===== config.mk =====
export PLATFORM = sky130hd
export DESIGN_NAME = pkt_page_alloc
export DESIGN_NICKNAME = d
export VERILOG_FILES = /design/src/rtl/pba_pkg.sv /design/src/rtl/pba_fifo.sv /design/src/rtl/pba_page_map.sv /design/src/rtl/pkt_page_alloc.sv
export SDC_FILE = /design/constraint.sdc
export NUM_CORES = 1
export LEC_CHECK = 0
export ABC_AREA = 1
export CAP_MARGIN = 20
export CORE_ASPECT_RATIO = 1.2
export CORE_MARGIN = 5
export CORE_UTILIZATION = 61
export DETAILED_ROUTE_END_ITERATION = 8
export DONT_BUFFER_PORTS = 1
export GPL_TIMING_DRIVEN = 0
export PLACE_DENSITY = 0.77
export SETUP_SLACK_MARGIN = 0.02
export SLEW_MARGIN = 20
export SYNTH_ARGS = -nofsm -noshare
export SYNTH_HDL_FRONTEND = slang
export SYNTH_HIERARCHICAL = 1
export SYNTH_SLANG_ARGS = --single-unit

===== constraint.sdc =====
create_clock -name clk -period 6.7 [get_ports clk]
set_clock_uncertainty 0.2 [all_clocks]
set_input_delay 0.67 -clock clk [delete_from_list [all_inputs] [get_ports clk]]
set_output_delay 0.67 -clock clk [all_outputs]
set_load 0.02 [all_outputs]

===== src/rtl/pba_pkg.sv =====
package pba_pkg;
   typedef enum logic [2:0] {
      OP_NOP     = 3'd0,
      OP_ALLOC   = 3'd1,
      OP_RESET   = 3'd2,
      OP_RELEASE = 3'd3,
      OP_FREE    = 3'd4,
      OP_ENQUEUE = 3'd5
   } op_e;

   typedef enum logic [1:0] {
      ST_IDLE,
      ST_SCAN,
      ST_WIPE
   } st_e;
endpackage


===== src/rtl/pba_fifo.sv =====
module pba_fifo #(
   parameter int W     = 6,
   parameter int DEPTH = 8
) (
   input  logic         clk,
   input  logic         rst_n,
   input  logic         flush,
   input  logic         push,
   input  logic [W-1:0] din,
   input  logic         pop,
   output logic [W-1:0] dout,
   output logic         empty,
   output logic         full
);
   initial begin
      if (DEPTH < 1) $error("pba_fifo: DEPTH must be at least 1");
   end

   generate
      if (DEPTH == 1) begin : g_single
         logic [W-1:0] d_q;
         logic         v_q;
         always_ff @(posedge clk or negedge rst_n) begin
            if (!rst_n) begin
               d_q <= '0;
               v_q <= 1'b0;
            end else if (flush) begin
               v_q <= 1'b0;
            end else begin
               if (pop) v_q <= 1'b0;
               if (push && (!v_q || pop)) begin
                  d_q <= din;
                  v_q <= 1'b1;
               end
            end
         end
         assign dout  = d_q;
         assign empty = !v_q;
         assign full  = v_q;
      end else begin : g_ring
         localparam int AW = $clog2(DEPTH);
         logic [W-1:0]  mem [DEPTH];
         logic [AW-1:0] rd_q, wr_q;
         logic [AW:0]   cnt_q;
         logic          do_push, do_pop;

         assign empty   = (cnt_q == '0);
         assign full    = (cnt_q == (AW+1)'(DEPTH));
         assign do_push = push && !full;
         assign do_pop  = pop && !empty;
         assign dout    = mem[rd_q];

         always_ff @(posedge clk) begin
            if (do_push) mem[wr_q] <= din;
         end

         always_ff @(posedge clk or negedge rst_n) begin
            if (!rst_n) begin
               rd_q  <= '0;
               wr_q  <= '0;
               cnt_q <= '0;
            end else if (flush) begin
               rd_q  <= '0;
               wr_q  <= '0;
               cnt_q <= '0;
            end else begin
               if (do_push) wr_q <= (wr_q == AW'(DEPTH-1)) ? '0 : wr_q + 1'b1;
               if (do_pop)  rd_q <= (rd_q == AW'(DEPTH-1)) ? '0 : rd_q + 1'b1;
               case ({do_push, do_pop})
                  2'b10:   cnt_q <= cnt_q + 1'b1;
                  2'b01:   cnt_q <= cnt_q - 1'b1;
                  default: cnt_q <= cnt_q;
               endcase
            end
         end
      end
   endgenerate
endmodule


===== src/rtl/pba_page_map.sv =====
module pba_page_map
   import pba_pkg::*;
#(
   parameter int PKT_W     = 6,
   parameter int NUM_PAGES = 18
) (
   input  logic             clk,
   input  logic             rst_n,
   input  logic             start_alloc,
   input  logic [PKT_W-1:0] need_m1,
   input  logic             start_wipe,
   input  logic             fa_en,
   input  logic [PKT_W-1:0] fa_pkt,
   input  logic             fb_en,
   input  logic [PKT_W-1:0] fb_pkt,
   output logic             busy,
   output logic [PKT_W-1:0] res_pkt,
   output logic             res_failed,
   output logic             alloc_done
);
   localparam int PG_W = $clog2(NUM_PAGES);
   localparam int CW   = PKT_W + 1;
   localparam logic [CW-1:0]   NPC  = CW'(NUM_PAGES);
   localparam logic [PG_W-1:0] LAST = PG_W'(NUM_PAGES - 1);

   logic [NUM_PAGES-1:0]           used_q, head_q;
   logic [NUM_PAGES-1:0][PG_W-1:0] len_q;
   st_e                            st_q;
   logic [PG_W-1:0]                idx_q, base_q;
   logic [CW-1:0]                  run_q, need_q;
   logic                           pend_q, dirty_q;

   // scan step
   logic            cur_free, hit, last;
   logic [CW-1:0]   run_n;
   logic [PG_W-1:0] base_n;
   assign cur_free = !used_q[idx_q];
   assign run_n    = cur_free ? run_q + 1'b1 : '0;
   assign base_n   = (run_q == '0) ? idx_q : base_q;
   assign hit      = (st_q == ST_SCAN) && cur_free && (run_n == need_q);
   assign last     = (idx_q == LAST);

   // free ports: a packet number is valid only if it heads a live run
   logic [PG_W-1:0] fa_idx, fb_idx;
   logic            fa_ok, fb_ok, free_any;
   logic [CW-1:0]   fa_lo, fa_hi, fb_lo, fb_hi;
   assign fa_idx   = fa_pkt[PG_W-1:0];
   assign fb_idx   = fb_pkt[PG_W-1:0];
   assign fa_ok    = fa_en && ({1'b0, fa_pkt} < NPC) && head_q[fa_idx];
   assign fb_ok    = fb_en && ({1'b0, fb_pkt} < NPC) && head_q[fb_idx];
   assign fa_lo    = CW'(fa_idx);
   assign fb_lo    = CW'(fb_idx);
   assign fa_hi    = fa_lo + CW'(len_q[fa_idx]);
   assign fb_hi    = fb_lo + CW'(len_q[fb_idx]);
   assign free_any = fa_ok || fb_ok;

   logic [NUM_PAGES-1:0] grant_v, free_v, wipe_v;
   generate
      for (genvar i = 0; i < NUM_PAGES; i++) begin : g_page
         assign grant_v[i] = hit && (CW'(i) >= CW'(base_n)) && (CW'(i) < CW'(base_n) + need_q);
         assign free_v[i]  = (fa_ok && CW'(i) >= fa_lo && CW'(i) <= fa_hi) ||
                             (fb_ok && CW'(i) >= fb_lo && CW'(i) <= fb_hi);
         assign wipe_v[i]  = (st_q == ST_WIPE) && (idx_q == PG_W'(i));
      end
   endgenerate

   always_ff @(posedge clk or negedge rst_n) begin
      if (!rst_n) begin
         used_q <= '0;
         head_q <= '0;
         len_q  <= '0;
      end else begin
         for (int i = 0; i < NUM_PAGES; i++) begin
            if (wipe_v[i]) begin
               used_q[i] <= 1'b0;
               head_q[i] <= 1'b0;
            end else if (grant_v[i]) begin
               used_q[i] <= 1'b1;
               head_q[i] <= (PG_W'(i) == base_n);
               if (PG_W'(i) == base_n) len_q[i] <= PG_W'(need_q - 1'b1);
            end else if (free_v[i]) begin
               used_q[i] <= 1'b0;
               head_q[i] <= 1'b0;
            end
         end
      end
   end

   logic rescan;
   assign rescan = (st_q == ST_IDLE) && pend_q && dirty_q && !start_alloc && !start_wipe;

   always_ff @(posedge clk or negedge rst_n) begin
      if (!rst_n) begin
         st_q       <= ST_IDLE;
         idx_q      <= '0;
         base_q     <= '0;
         run_q      <= '0;
         need_q     <= '0;
         pend_q     <= 1'b0;
         dirty_q    <= 1'b0;
         res_pkt    <= '0;
         res_failed <= 1'b0;
         alloc_done <= 1'b0;
      end else begin
         dirty_q <= ((start_alloc || start_wipe || rescan) ? 1'b0 : dirty_q) | free_any;
         if (start_wipe) begin
            st_q       <= ST_WIPE;
            idx_q      <= '0;
            pend_q     <= 1'b0;
            res_pkt    <= '0;
            res_failed <= 1'b0;
            alloc_done <= 1'b0;
         end else if (start_alloc) begin
            alloc_done <= 1'b0;
            if ({1'b0, need_m1} >= NPC) begin
               res_failed <= 1'b1;
               pend_q     <= 1'b0;
            end else begin
               st_q   <= ST_SCAN;
               idx_q  <= '0;
               run_q  <= '0;
               need_q <= {1'b0, need_m1} + 1'b1;
               pend_q <= 1'b1;
            end
         end else begin
            case (st_q)
               ST_SCAN: begin
                  if (hit) begin
                     st_q       <= ST_IDLE;
                     pend_q     <= 1'b0;
                     res_pkt    <= PKT_W'(base_n);
                     res_failed <= 1'b0;
                     alloc_done <= 1'b1;
                  end else if (last) begin
                     res_failed <= 1'b1;
                     idx_q      <= '0;
                     run_q      <= '0;
                     if (!dirty_q) st_q <= ST_IDLE;
                     else          dirty_q <= free_any;
                  end else begin
                     idx_q  <= idx_q + 1'b1;
                     run_q  <= run_n;
                     base_q <= base_n;
                  end
               end
               ST_WIPE: begin
                  if (last) st_q <= ST_IDLE;
                  else      idx_q <= idx_q + 1'b1;
               end
               default: begin
                  if (rescan) begin
                     st_q  <= ST_SCAN;
                     idx_q <= '0;
                     run_q <= '0;
                  end
               end
            endcase
         end
      end
   end

   assign busy = (st_q != ST_IDLE) || (pend_q && dirty_q);
endmodule


===== src/rtl/pkt_page_alloc.sv =====
module pkt_page_alloc
   import pba_pkg::*;
#(
   parameter int PKT_W     = 6,
   parameter int NUM_PAGES = 18,
   parameter int Q_DEPTH   = 8
) (
   input  logic             clk,
   input  logic             rst_n,
   input  logic             cmd_valid,
   input  logic [2:0]       cmd_op,
   input  logic [PKT_W-1:0] cmd_arg,
   output logic             busy,
   output logic [PKT_W-1:0] res_pkt,
   output logic             res_failed,
   output logic             alloc_done,
   output logic             tx_req_valid,
   output logic [PKT_W-1:0] tx_req_pkt,
   input  logic             tx_take,
   input  logic             tx_done,
   input  logic             tx_ok,
   input  logic [PKT_W-1:0] tx_done_pkt,
   output logic             txc_empty,
   output logic [PKT_W-1:0] txc_pkt,
   input  logic             rx_done,
   input  logic [PKT_W-1:0] rx_in_pkt,
   output logic             rx_empty,
   output logic [PKT_W-1:0] rx_pkt
);
   initial begin
      if (NUM_PAGES < 2)          $error("pkt_page_alloc: NUM_PAGES must be at least 2");
      if (NUM_PAGES > 2**PKT_W)   $error("pkt_page_alloc: PKT_W too narrow for NUM_PAGES");
      if (Q_DEPTH < 1)            $error("pkt_page_alloc: Q_DEPTH must be at least 1");
   end

   op_e  op;
   logic acc;
   assign op  = op_e'(cmd_op);
   assign acc = cmd_valid && !busy;

   logic start_alloc, start_wipe, host_free, host_rel;
   assign start_alloc = acc && (op == OP_ALLOC);
   assign start_wipe  = acc && (op == OP_RESET);
   assign host_free   = acc && (op == OP_FREE);
   assign host_rel    = acc && (op == OP_RELEASE) && !rx_empty;

   logic txq_empty, txq_full, txc_full, rxq_full;

   pba_page_map #(.PKT_W(PKT_W), .NUM_PAGES(NUM_PAGES)) u_map (
      .clk         (clk),
      .rst_n       (rst_n),
      .start_alloc (start_alloc),
      .need_m1     (cmd_arg),
      .start_wipe  (start_wipe),
      .fa_en       (host_free || host_rel),
      .fa_pkt      (host_free ? cmd_arg : rx_pkt),
      .fb_en       (tx_done && tx_ok),
      .fb_pkt      (tx_done_pkt),
      .busy        (busy),
      .res_pkt     (res_pkt),
      .res_failed  (res_failed),
      .alloc_done  (alloc_done)
   );

   pba_fifo #(.W(PKT_W), .DEPTH(Q_DEPTH)) u_txq (
      .clk (clk), .rst_n (rst_n), .flush (start_wipe),
      .push (acc && (op == OP_ENQUEUE)), .din (cmd_arg),
      .pop (tx_take && !txq_empty), .dout (tx_req_pkt),
      .empty (txq_empty), .full (txq_full)
   );

   pba_fifo #(.W(PKT_W), .DEPTH(Q_DEPTH)) u_txc (
      .clk (clk), .rst_n (rst_n), .flush (start_wipe),
      .push (tx_done && !tx_ok), .din (tx_done_pkt),
      .pop (host_free && !txc_empty && (txc_pkt == cmd_arg)), .dout (txc_pkt),
      .empty (txc_empty), .full (txc_full)
   );

   pba_fifo #(.W(PKT_W), .DEPTH(Q_DEPTH)) u_rxq (
      .clk (clk), .rst_n (rst_n), .flush (start_wipe),
      .push (rx_done), .din (rx_in_pkt),
      .pop (host_rel), .dout (rx_pkt),
      .empty (rx_empty), .full (rxq_full)
   );

   logic unused_full;
   assign unused_full  = txq_full ^ txc_full ^ rxq_full;
   assign tx_req_valid = !txq_empty;
endmodule


==> flow_metrics.env, run 1 <==
export IMPL_slowest_delay_ns=0.47
export IMPL_drtPass1Iterations=6
export IMPL_worstSetupStartpointType="register"
export IMPL_syn_nets=2555
export IMPL_worst_slack_ns=0.334
export IMPL_crit_slowest_cell="dfrtp_1"
export IMPL_fillers=2716
export IMPL_synth_area_per_cell_um2=8.00
export IMPL_grt_pass1_vias=17271
export IMPL_die_area_mm2=0.0362
export IMPL_clkSlewWorstSetupHoldPaths_ns=0.07
export IMPL_max_freq_ghz=0.157
export IMPL_rows=72
export IMPL_worst_ir_drop_vdd_mv=0.316
export IMPL_dp_slack_ns=-0.497
export IMPL_layout_min_cycle_time_ns=6.37
export IMPL_cts_tree="built"
export IMPL_h_tree_depth=2
export IMPL_antenna_found_initial=0
export IMPL_vias=18036
export IMPL_initial_core_util=0.616
export IMPL_drt_wl_total_mm=63.6
export IMPL_placed_cell_area_mm2=0.0203
export IMPL_p_leak_nw=9.84
export IMPL_final_area_mm2=0.0217
export IMPL_syn_to_final_growth_pct=9.46
export IMPL_antenna_cells=0
export IMPL_crit_path_end_kind="register"
export IMPL_grt_max_degree=192
export IMPL_critical_path_arrival_ns=6.63
export IMPL_tns_ns=0
export IMPL_path_max_fanout=10
export IMPL_dp_hpwl_mm=47.7
export IMPL_powerDensity_mw_per_mm2=456
export IMPL_grt_overflow_total=0
export IMPL_cts_buffer_depth=3
export IMPL_cts_num_sinks=335
export IMPL_grtUsageTotal=0.343
export IMPL_setup_viol=0
export IMPL_fin_crit_sh=0.950
export IMPL_yosysWarnings=6
export IMPL_dr_first_iter_drc_count=1999
export IMPL_maxCapViolations=0
export IMPL_wl_per_cell_um=21.5
export IMPL_core_mm2=0.0322
export IMPL_required_ns=6.97
export IMPL_grt_pass1_wl_mm=97.6
export IMPL_drc=0
export IMPL_die_w_um=175
export IMPL_port_buffers=0
export IMPL_path_class="reg -> reg"
export IMPL_die_y_um=207
export IMPL_status="completed"
export IMPL_rsz0062_at_grt="false"
export IMPL_final_nets=2597
export IMPL_hold_viol=0
export IMPL_relSlewSlack=0.254
export IMPL_slew_viol_final=0
export IMPL_routabilityCongestion=1.03
export IMPL_drive_above_1_share=0.0864
export IMPL_netlist_area_mm2=0.0198
export IMPL_hp_class="in -> reg"
export IMPL_cp_common_cell="nand2_1"
export IMPL_clkLatencyLatePin_ns=0.53
export IMPL_cts_root_buf="clkbuf_16"
export IMPL_cts_buffers=36
export IMPL_worst_slew_pin_slew_ns=1.11
export IMPL_io_pins=58
export IMPL_synthCells=2478
export IMPL_viasPerCell=6.11
export IMPL_ant_nets=0
## final cells by class
class	count	area [um^2]	area share
clock buffer	44	972	0.0448
inverter	329	1240	0.0572
tap	407	509	0.0235
clock inverter	20	223	0.0103
multi-input combinational	1748	9220	0.425
sequential	335	9100	0.420
buffer	66	353	0.0163
timing repair buffer	4	70.1	0.00323
## critical path, delay by kind of cell (launching register included)
kind	cells	cell delay (ns)
compound gates	13	2.17
buf+inv	7	1.58
simple gates	11	1.47
flops	1	0.47
fa+ha+maj	1	0.39
## registers in the layout, indices dropped and copies added, names as in the netlist, 5 cells and up
signal,flops
u_map/len_q,90
u_rxq/g_ring.mem,48
u_txc/g_ring.mem,48
u_txq/g_ring.mem,48
u_map/head_q,18
u_map/used_q,18
u_map/need_q,7
u_map/run_q,7
u_map/base_q,5
u_map/idx_q,5
u_map/res_pkt,5
## per-layer routing
layer  GRT usage  vias to the layer above  share of wire
li1            -                     8345              -
met1       0.434                     8572           0.39
met2       0.572                      911           0.47
met3      0.0652                      208          0.076
met4       0.161                        0          0.058
met5           0                        -              0
## repair_timing
item,in CTS,in global routing
resized for setup,8,26
hold buffers,1,1
buffers inserted,0,0
setup endpoints to repair,21,27
endpoints found under the hold margin,191,66
gates cloned,0,0
## cell usage in the layout (no fill, tap or decap), drive strengths merged, types with 40 or more instances in the layout
cell,instances
edfxtp,144
clkbuf,84
nand4,40
o21ai,225
nand2,585
inv,319
nand3,213
a21oi,80
dfrtp,191
ha,46
nor2,359
## through the flow
step	hold slack, ns	utilization	power, mW	instances
after CTS	0.00865	0.671	9.72	2950
final	0.0320	0.675	9.90	2953
after global placement	0.179	0.632	7.53	2885
after global routing	0.0173	0.675	10.4	2953
after detailed placement	0.180	0.633	7.62	2885
after floorplan	0.174	-	6.09	2478
## where the power goes
group          total (mW)  internal [mW]  switching, mW
sequential           2.80           2.49          0.316
combinational        5.07           1.35           3.73
clock                2.03           1.19          0.834
total                9.90           5.03           4.88
## path summary, 6_finish.rpt
check                      slack, ns                endpoint  cells past startpoint            startpoint
setup / recovery                0.33         u_map/head_q[6]                     32  u_rxq/g_ring.rd_q[0]
hold / removal                  0.03  u_rxq/g_ring.mem[1][0]                      0          rx_in_pkt[0]
setup reg to reg                0.33         u_map/head_q[6]                     32  u_rxq/g_ring.rd_q[0]
hold reg to reg                 0.27         u_map/len_q[71]                      2       u_map/len_q[71]
max in group asynchronous       4.77    u_txc/g_ring.rd_q[0]                      3                 rst_n
min in group asynchronous       0.47   u_rxq/g_ring.cnt_q[3]                      2                 rst_n
(Power assumes the default switching activity.)
==> run 2: changes to the inputs <==
--- a/config.mk
+++ b/config.mk
@@ -5,7 +5,6 @@
 export SDC_FILE = /design/constraint.sdc
 export NUM_CORES = 1
 export LEC_CHECK = 0
-export ABC_AREA = 1
 export CAP_MARGIN = 20
 export CORE_ASPECT_RATIO = 1.2
 export CORE_MARGIN = 5
==> run 2 against run 1 <==
  * The flow now finishes with violations (negative hold slack)
  * Wire length down 17%
  * Clock power up 4%
  * Via count down 22%
  * Total power down 15%
  * Sequential share of layout area up 0.38 points
  * Critical endpoint is now u_map/head_q[12]
  * Largest cell class unchanged
  * Largest power group unchanged
==> flow_metrics.env, run 2 <==
export IMPL_status="complete, but fails checks"
export IMPL_violations="negative hold slack"
export IMPL_worstSetupStartpointType="register"
export IMPL_largest_register="u_map/len_q"
export IMPL_crit_path_end_kind="register"
export IMPL_p_leak_nw=8.68
export IMPL_h_tree_depth=2
export IMPL_die_w_um=173
export IMPL_placed_cell_area_mm2=0.0201
export IMPL_required_ns=6.94
export IMPL_cts_num_sinks=335
export IMPL_rows=71
export IMPL_path_max_fanout=10
export IMPL_cts_buffer_depth=3
export IMPL_cts_tree="built"
export IMPL_routabilityCongestion=0.998
export IMPL_hp_class="in -> async"
export IMPL_ys_seq_elements=335
export IMPL_viasPerCell=6.74
export IMPL_maxCapViolations=0
export IMPL_relSlewSlack=0.239
export IMPL_cts_buffers=36
export IMPL_multi_input_area_mm2=0.00981
export IMPL_synth_area_top_cells="dfrtp_1, edfxtp_1, mux4_2"
export IMPL_yosysWarnings=6
export IMPL_yosysMostFrequentCell="dfrtp_1"
export IMPL_grt_max_degree=192
export IMPL_r2r_cells=23
export IMPL_initial_core_util=0.620
export IMPL_io_pins=58
export IMPL_setup_viol=0
export IMPL_final_area_mm2=0.0215
export IMPL_grtUsageTotal=0.298
export IMPL_slew_viol_final=0
export IMPL_critical_path_arrival_ns=6.75
export IMPL_ys_async_sr_fraction=0.570
export IMPL_drtPass1Iterations=5
export IMPL_dr_first_iter_drc_count=1282
export IMPL_ys_seq_area_frac=0.466
export IMPL_largest_reg_flops=90
export IMPL_grt_pass1_wl_mm=82.7
export IMPL_stdcell_count=2079
export IMPL_p_total_mw=8.42
export IMPL_antenna_found_initial=1
export IMPL_path_class="reg -> reg"
export IMPL_cts_root_buf="clkbuf_16"
export IMPL_clkLatencyLatePin_ns=0.54
export IMPL_drive_above_1_share=0.220
export IMPL_netlist_area_mm2=0.0195
export IMPL_drt_wl_total_mm=53.0
export IMPL_fillers=2268
export IMPL_dp_cells=2009
export IMPL_wl_per_cell_um=25.5
export IMPL_max_freq_ghz=0.154
export IMPL_port_buffers=0
export IMPL_synthCells=1608
export IMPL_final_cell_mix="dfrtp_1, edfxtp_1, nor2_1"
export IMPL_synth_top_cell_area_share=0.245
export IMPL_r2r_start="u_map/st_q[0]"
export IMPL_powerDensity_mw_per_mm2=391
export IMPL_rrSetupSlack_ns=0.19
export IMPL_fin_crit_sh=0.971
export IMPL_ant_nets=0
export IMPL_dp_hpwl_mm=38.3
export IMPL_synth_edf_count=144
export IMPL_synthFlopType="dfrtp_1"
export IMPL_synth_largest_area_cell="dfrtp_1"
export IMPL_vias=14011
export IMPL_layout_min_cycle_time_ns=6.51
export IMPL_hold_viol=7
export IMPL_r2r_end="u_map/head_q[12]"
export IMPL_synth_common_cells="dfrtp_1, edfxtp_1, nor2_1"
export IMPL_holdWs_ns=-0.0655
export IMPL_synth_cell_types=98
export IMPL_final_common_cell="dfrtp_1"
export IMPL_core_mm2=0.0315
export IMPL_die_area_mm2=0.0357
export IMPL_final_nets=1727
export IMPL_synth_area_per_cell_um2=12.2
export IMPL_die_y_um=206
export IMPL_grt_pass1_vias=14180
export IMPL_ff_latch_area_mm2=0.00910
export IMPL_clkSlewWorstSetupHoldPaths_ns=0.07
export IMPL_worst_slew_pin_slew_ns=1.13
export IMPL_syn_to_final_growth_pct=10.0
export IMPL_syn_nets=1685
export IMPL_worst_ir_drop_vdd_mv=0.249
export IMPL_grt_overflow_total=0
export IMPL_drc=0
run 2: kinds of logic after synthesis:
kind of cell	Yosys count	share of synthesized area
AO/OA/AOI/OAI	259	0.0932
AND/OR/NAND/NOR	490	0.142
other	1	0.000192
adder cells (fa/ha/maj)	49	0.0325
multiplexers	279	0.212
XOR/XNOR	34	0.0156
flip-flops	335	0.466
buffers and inverters	161	0.0382
run 2: through the flow:
stage                     setup TNS, ns  setup slack [ns]   util
after floorplan                       0             0.323      -
after global placement           -24.51             -1.33  0.636
after detailed placement         -27.24             -1.36  0.636
after CTS                             0            0.0289  0.679
after global routing            -0.0422           -0.0422  0.682
final                                 0             0.192  0.682
run 2: timing repair:
action	4_1_cts	5_1_grt
endpoints found under the setup margin	34	28
hold buffers	2	0
pin swaps	0	2
resized for setup	20	21
setup buffers	0	2
hold endpoints to repair	192	0
run 2: per-layer routing:
layer	global-route usage	wire length, um	vias up
met4	0.139	2770	2
met5	0	13	-
met3	0.0615	3950	145
met1	0.374	20400	7025
li1	-	-	6215
met2	0.502	25900	624
run 2: worst max path at each step:
stage	startpoint	endpoint	depth (start not counted)
3_3_place_gp	u_map/st_q[0]	u_map/head_q[17]	24
4_1_cts	u_map/st_q[0]	u_map/head_q[17]	22
2_1_floorplan	u_map/st_q[0]	u_map/used_q[15]	22
6_report	u_map/st_q[0]	u_map/head_q[12]	23
5_1_grt	u_map/st_q[0]	u_map/head_q[12]	23
3_5_place_dp	u_map/st_q[0]	u_map/used_q[17]	24
run 2: worst max-delay path, stage by stage, from the launching register on:
cell and delay (ns):
dfrtp_1 0.40, inv_1 0.11, ha_1 0.22, nand2_2 0.14, or3b_1 0.43, or3b_1 0.40
buf_6 0.18, mux2_4 0.23, buf_2 0.24, buf_6 0.23, clkbuf_8 0.24, mux4_2 0.52
mux4_2 0.47, mux2i_2 0.25, inv_1 0.09, ha_1 0.33, a211oi_4 0.34, nand4_1 0.20
a21boi_4 0.29, buf_4 0.17, a22oi_2 0.08, a221oi_2 0.34, nand2_1 0.10, o21ai_0 0.21
run 2: power by group:
group / internal, mW / switching, mW
Clock: 1.27 / 0.843
Combinational: 1.32 / 2.21
Sequential: 2.46 / 0.316
run 2: area by class of cell:
type,count,share of cell area
Buffer,97,0.0251
Tap cell,401,0.0233
Inverter,62,0.0108
Timing Repair Buffer,6,0.00285
Clock inverter,22,0.0132
Antenna cell,1,0.000116
Clock buffer,43,0.0446
Sequential cell,335,0.423
Multi-Input combinational cell,1112,0.456
==> run 3: changes to the inputs <==
--- a/config.mk
+++ b/config.mk
@@ -8,11 +8,10 @@
 export CAP_MARGIN = 20
 export CORE_ASPECT_RATIO = 1.2
 export CORE_MARGIN = 5
-export CORE_UTILIZATION = 61
+export CORE_UTILIZATION = 40
 export DETAILED_ROUTE_END_ITERATION = 8
 export DONT_BUFFER_PORTS = 1
 export GPL_TIMING_DRIVEN = 0
-export PLACE_DENSITY = 0.77
 export SETUP_SLACK_MARGIN = 0.02
 export SLEW_MARGIN = 20
 export SYNTH_ARGS = -nofsm -noshare
==> run 3 against run 2 <==
  * The flow still finishes with violations (negative hold slack)
  * Maximum frequency is 0.67% higher
  * Critical endpoint is now u_map/head_q[15]
  * Largest cell class unchanged
  * Flip-flop and latch count stayed put
  * Wire length is 7.8% higher
  * Clock power is 2% higher
  * Total power is 1.4% higher
==> flow_metrics.env, run 3 (synthesis results as in run 2) <==
export IMPL_antenna_cells=0
export IMPL_dp_slack_ns=-1.32
export IMPL_dp_cells=2239
export IMPL_cts_num_sinks=335
export IMPL_grt_pass1_vias=14245
export IMPL_h_tree_depth=2
export IMPL_largest_reg_flops=90
export IMPL_initial_core_util=0.405
export IMPL_largest_register="u_map/len_q"
export IMPL_placed_cell_area_mm2=0.0204
export IMPL_final_cell_mix="dfrtp_1, edfxtp_1, nor2_1"
export IMPL_status="complete, but fails checks"
export IMPL_dp_hpwl_mm=40.7
export IMPL_drc=0
export IMPL_powerDensity_mw_per_mm2=388
export IMPL_cts_buffer_depth=3
export IMPL_relSlewSlack=0.261
export IMPL_drtPass1Iterations=6
export IMPL_grt_overflow_total=0
export IMPL_final_common_cell="dfrtp_1"
export IMPL_cts_root_buf="clkbuf_16"
export IMPL_antenna_found_initial=0
export IMPL_fin_crit_sh=0.965
export IMPL_grt_pass1_wl_mm=87.2
export IMPL_final_nets=1746
export IMPL_core_mm2=0.0482
export IMPL_port_buffers=0
export IMPL_cts_buffers=38
export IMPL_crit_path_end_kind="register"
export IMPL_p_total_mw=8.53
export IMPL_worst_slew_pin_slew_ns=1.10
export IMPL_vias=14085
export IMPL_worst_ir_drop_vdd_mv=0.178
export IMPL_rows=88
export IMPL_slew_viol_final=0
export IMPL_wl_per_cell_um=24.6
export IMPL_path_class="reg -> reg"
export IMPL_hold_viol=30
export IMPL_ff_latch_area_mm2=0.00910
export IMPL_critical_path_arrival_ns=6.76
export IMPL_path_max_fanout=10
export IMPL_rsz0062_at_grt="false"
export IMPL_clkLatencyLatePin_ns=0.56
export IMPL_worstSetupStartpointType="register"
export IMPL_violations="negative hold slack"
export IMPL_grt_max_degree=192
export IMPL_syn_to_final_growth_pct=12.6
export IMPL_maxCapViolations=0
export IMPL_die_area_mm2=0.0534
export IMPL_stdcell_count=2328
export IMPL_layout_min_cycle_time_ns=6.46
export IMPL_die_y_um=252
export IMPL_drive_above_1_share=0.223
export IMPL_viasPerCell=6.05
export IMPL_fillers=4379
export IMPL_ant_nets=0
export IMPL_multi_input_area_mm2=0.00982
export IMPL_grtUsageTotal=0.212
export IMPL_io_pins=58
export IMPL_required_ns=7.00
export IMPL_hp_class="in -> async"
export IMPL_final_area_mm2=0.0220
export IMPL_clkSlewWorstSetupHoldPaths_ns=0.06
export IMPL_dr_first_iter_drc_count=1164
export IMPL_drt_wl_total_mm=57.2
export IMPL_p_leak_nw=8.77
export IMPL_max_freq_ghz=0.155
export IMPL_routabilityCongestion=0.954
export IMPL_holdWs_ns=-0.0858
export IMPL_cts_tree="built"
export IMPL_worst_slack_ns=0.235
export IMPL_setup_viol=0
export IMPL_die_w_um=212
export IMPL_rrSetupSlack_ns=0.24
==> run 3: what timing repair did <==
action,4_1_cts,5_1_grt
endpoints found under the setup margin,34,25
hold buffers,19,0
pin swaps,0,2
resized for setup,22,11
endpoints found under the hold margin,336,0
buffers inserted,0,3
==> run 3: path summary, 6_finish.rpt <==
kind / cells after the start / startpoint / to
max: 22 / u_map/st_q[0] / u_map/head_q[15]
min: 1 / rst_n / u_map/len_q[83]
max reg2reg: 22 / u_map/st_q[0] / u_map/head_q[15]
min reg2reg: 1 / u_map/used_q[12] / u_map/used_q[12]
max in group asynchronous: 1 / rst_n / u_rxq/g_ring.cnt_q[1]
min in group clk: 2 / cmd_arg[1] / u_map/need_q[1]
==> run 3: metal layers <==
layer / wire length [um] / share of wire / global-route usage
met1: 23200 / 0.41 / 0.269
met2: 27800 / 0.49 / 0.354
met3: 3140 / 0.055 / 0.0369
met4: 3000 / 0.052 / 0.0955
met5: 0 / 0 / 0
==> run 3: through the flow <==
stage / TNS (ns) / hold slack, ns / util
5_1_grt: 0 / 0.0759 / 0.456
4_1_cts: 0 / 0.0513 / 0.455
3_5_place_dp: -27.85 / 0.186 / 0.423
2_1_floorplan: 0 / 0.174 / -
3_3_place_gp: -24.62 / 0.186 / 0.422
6_report: 0 / -0.0858 / 0.456
==> run 3: critical path, stage by stage, from the launching register on <==
cell and delay (ns):
dfrtp_1 0.39, inv_1 0.11, ha_1 0.23, nand2_2 0.16, or3b_1 0.44, or3b_1 0.40
buf_6 0.17, mux2_4 0.24, clkbuf_2 0.23, buf_6 0.24, clkbuf_8 0.25, mux4_2 0.52
mux4_2 0.51, mux2i_2 0.22, inv_1 0.07, ha_1 0.33, a211oi_4 0.34, nand4_1 0.23
a21boi_4 0.29, o21ai_0 0.12, a221o_1 0.31, a21oi_1 0.22, a21o_1 0.15
==> run 3: layout make-up <==
class	instances	share of cell area
Clock buffer	49	0.0474
Buffer	97	0.0246
Clock inverter	20	0.0110
Timing Repair Buffer	23	0.0107
Sequential cell	335	0.414
Multi-Input combinational cell	1112	0.446
Inverter	62	0.0106
Tap cell	630	0.0358
==> run 3: where the power goes <==
part / internal, mW / switching (mW) / total, mW
sequential: 2.46 / 0.326 / 2.78
clock: 1.27 / 0.889 / 2.16
combinational: 1.33 / 2.26 / 3.59
total: 5.06 / 3.47 / 8.53
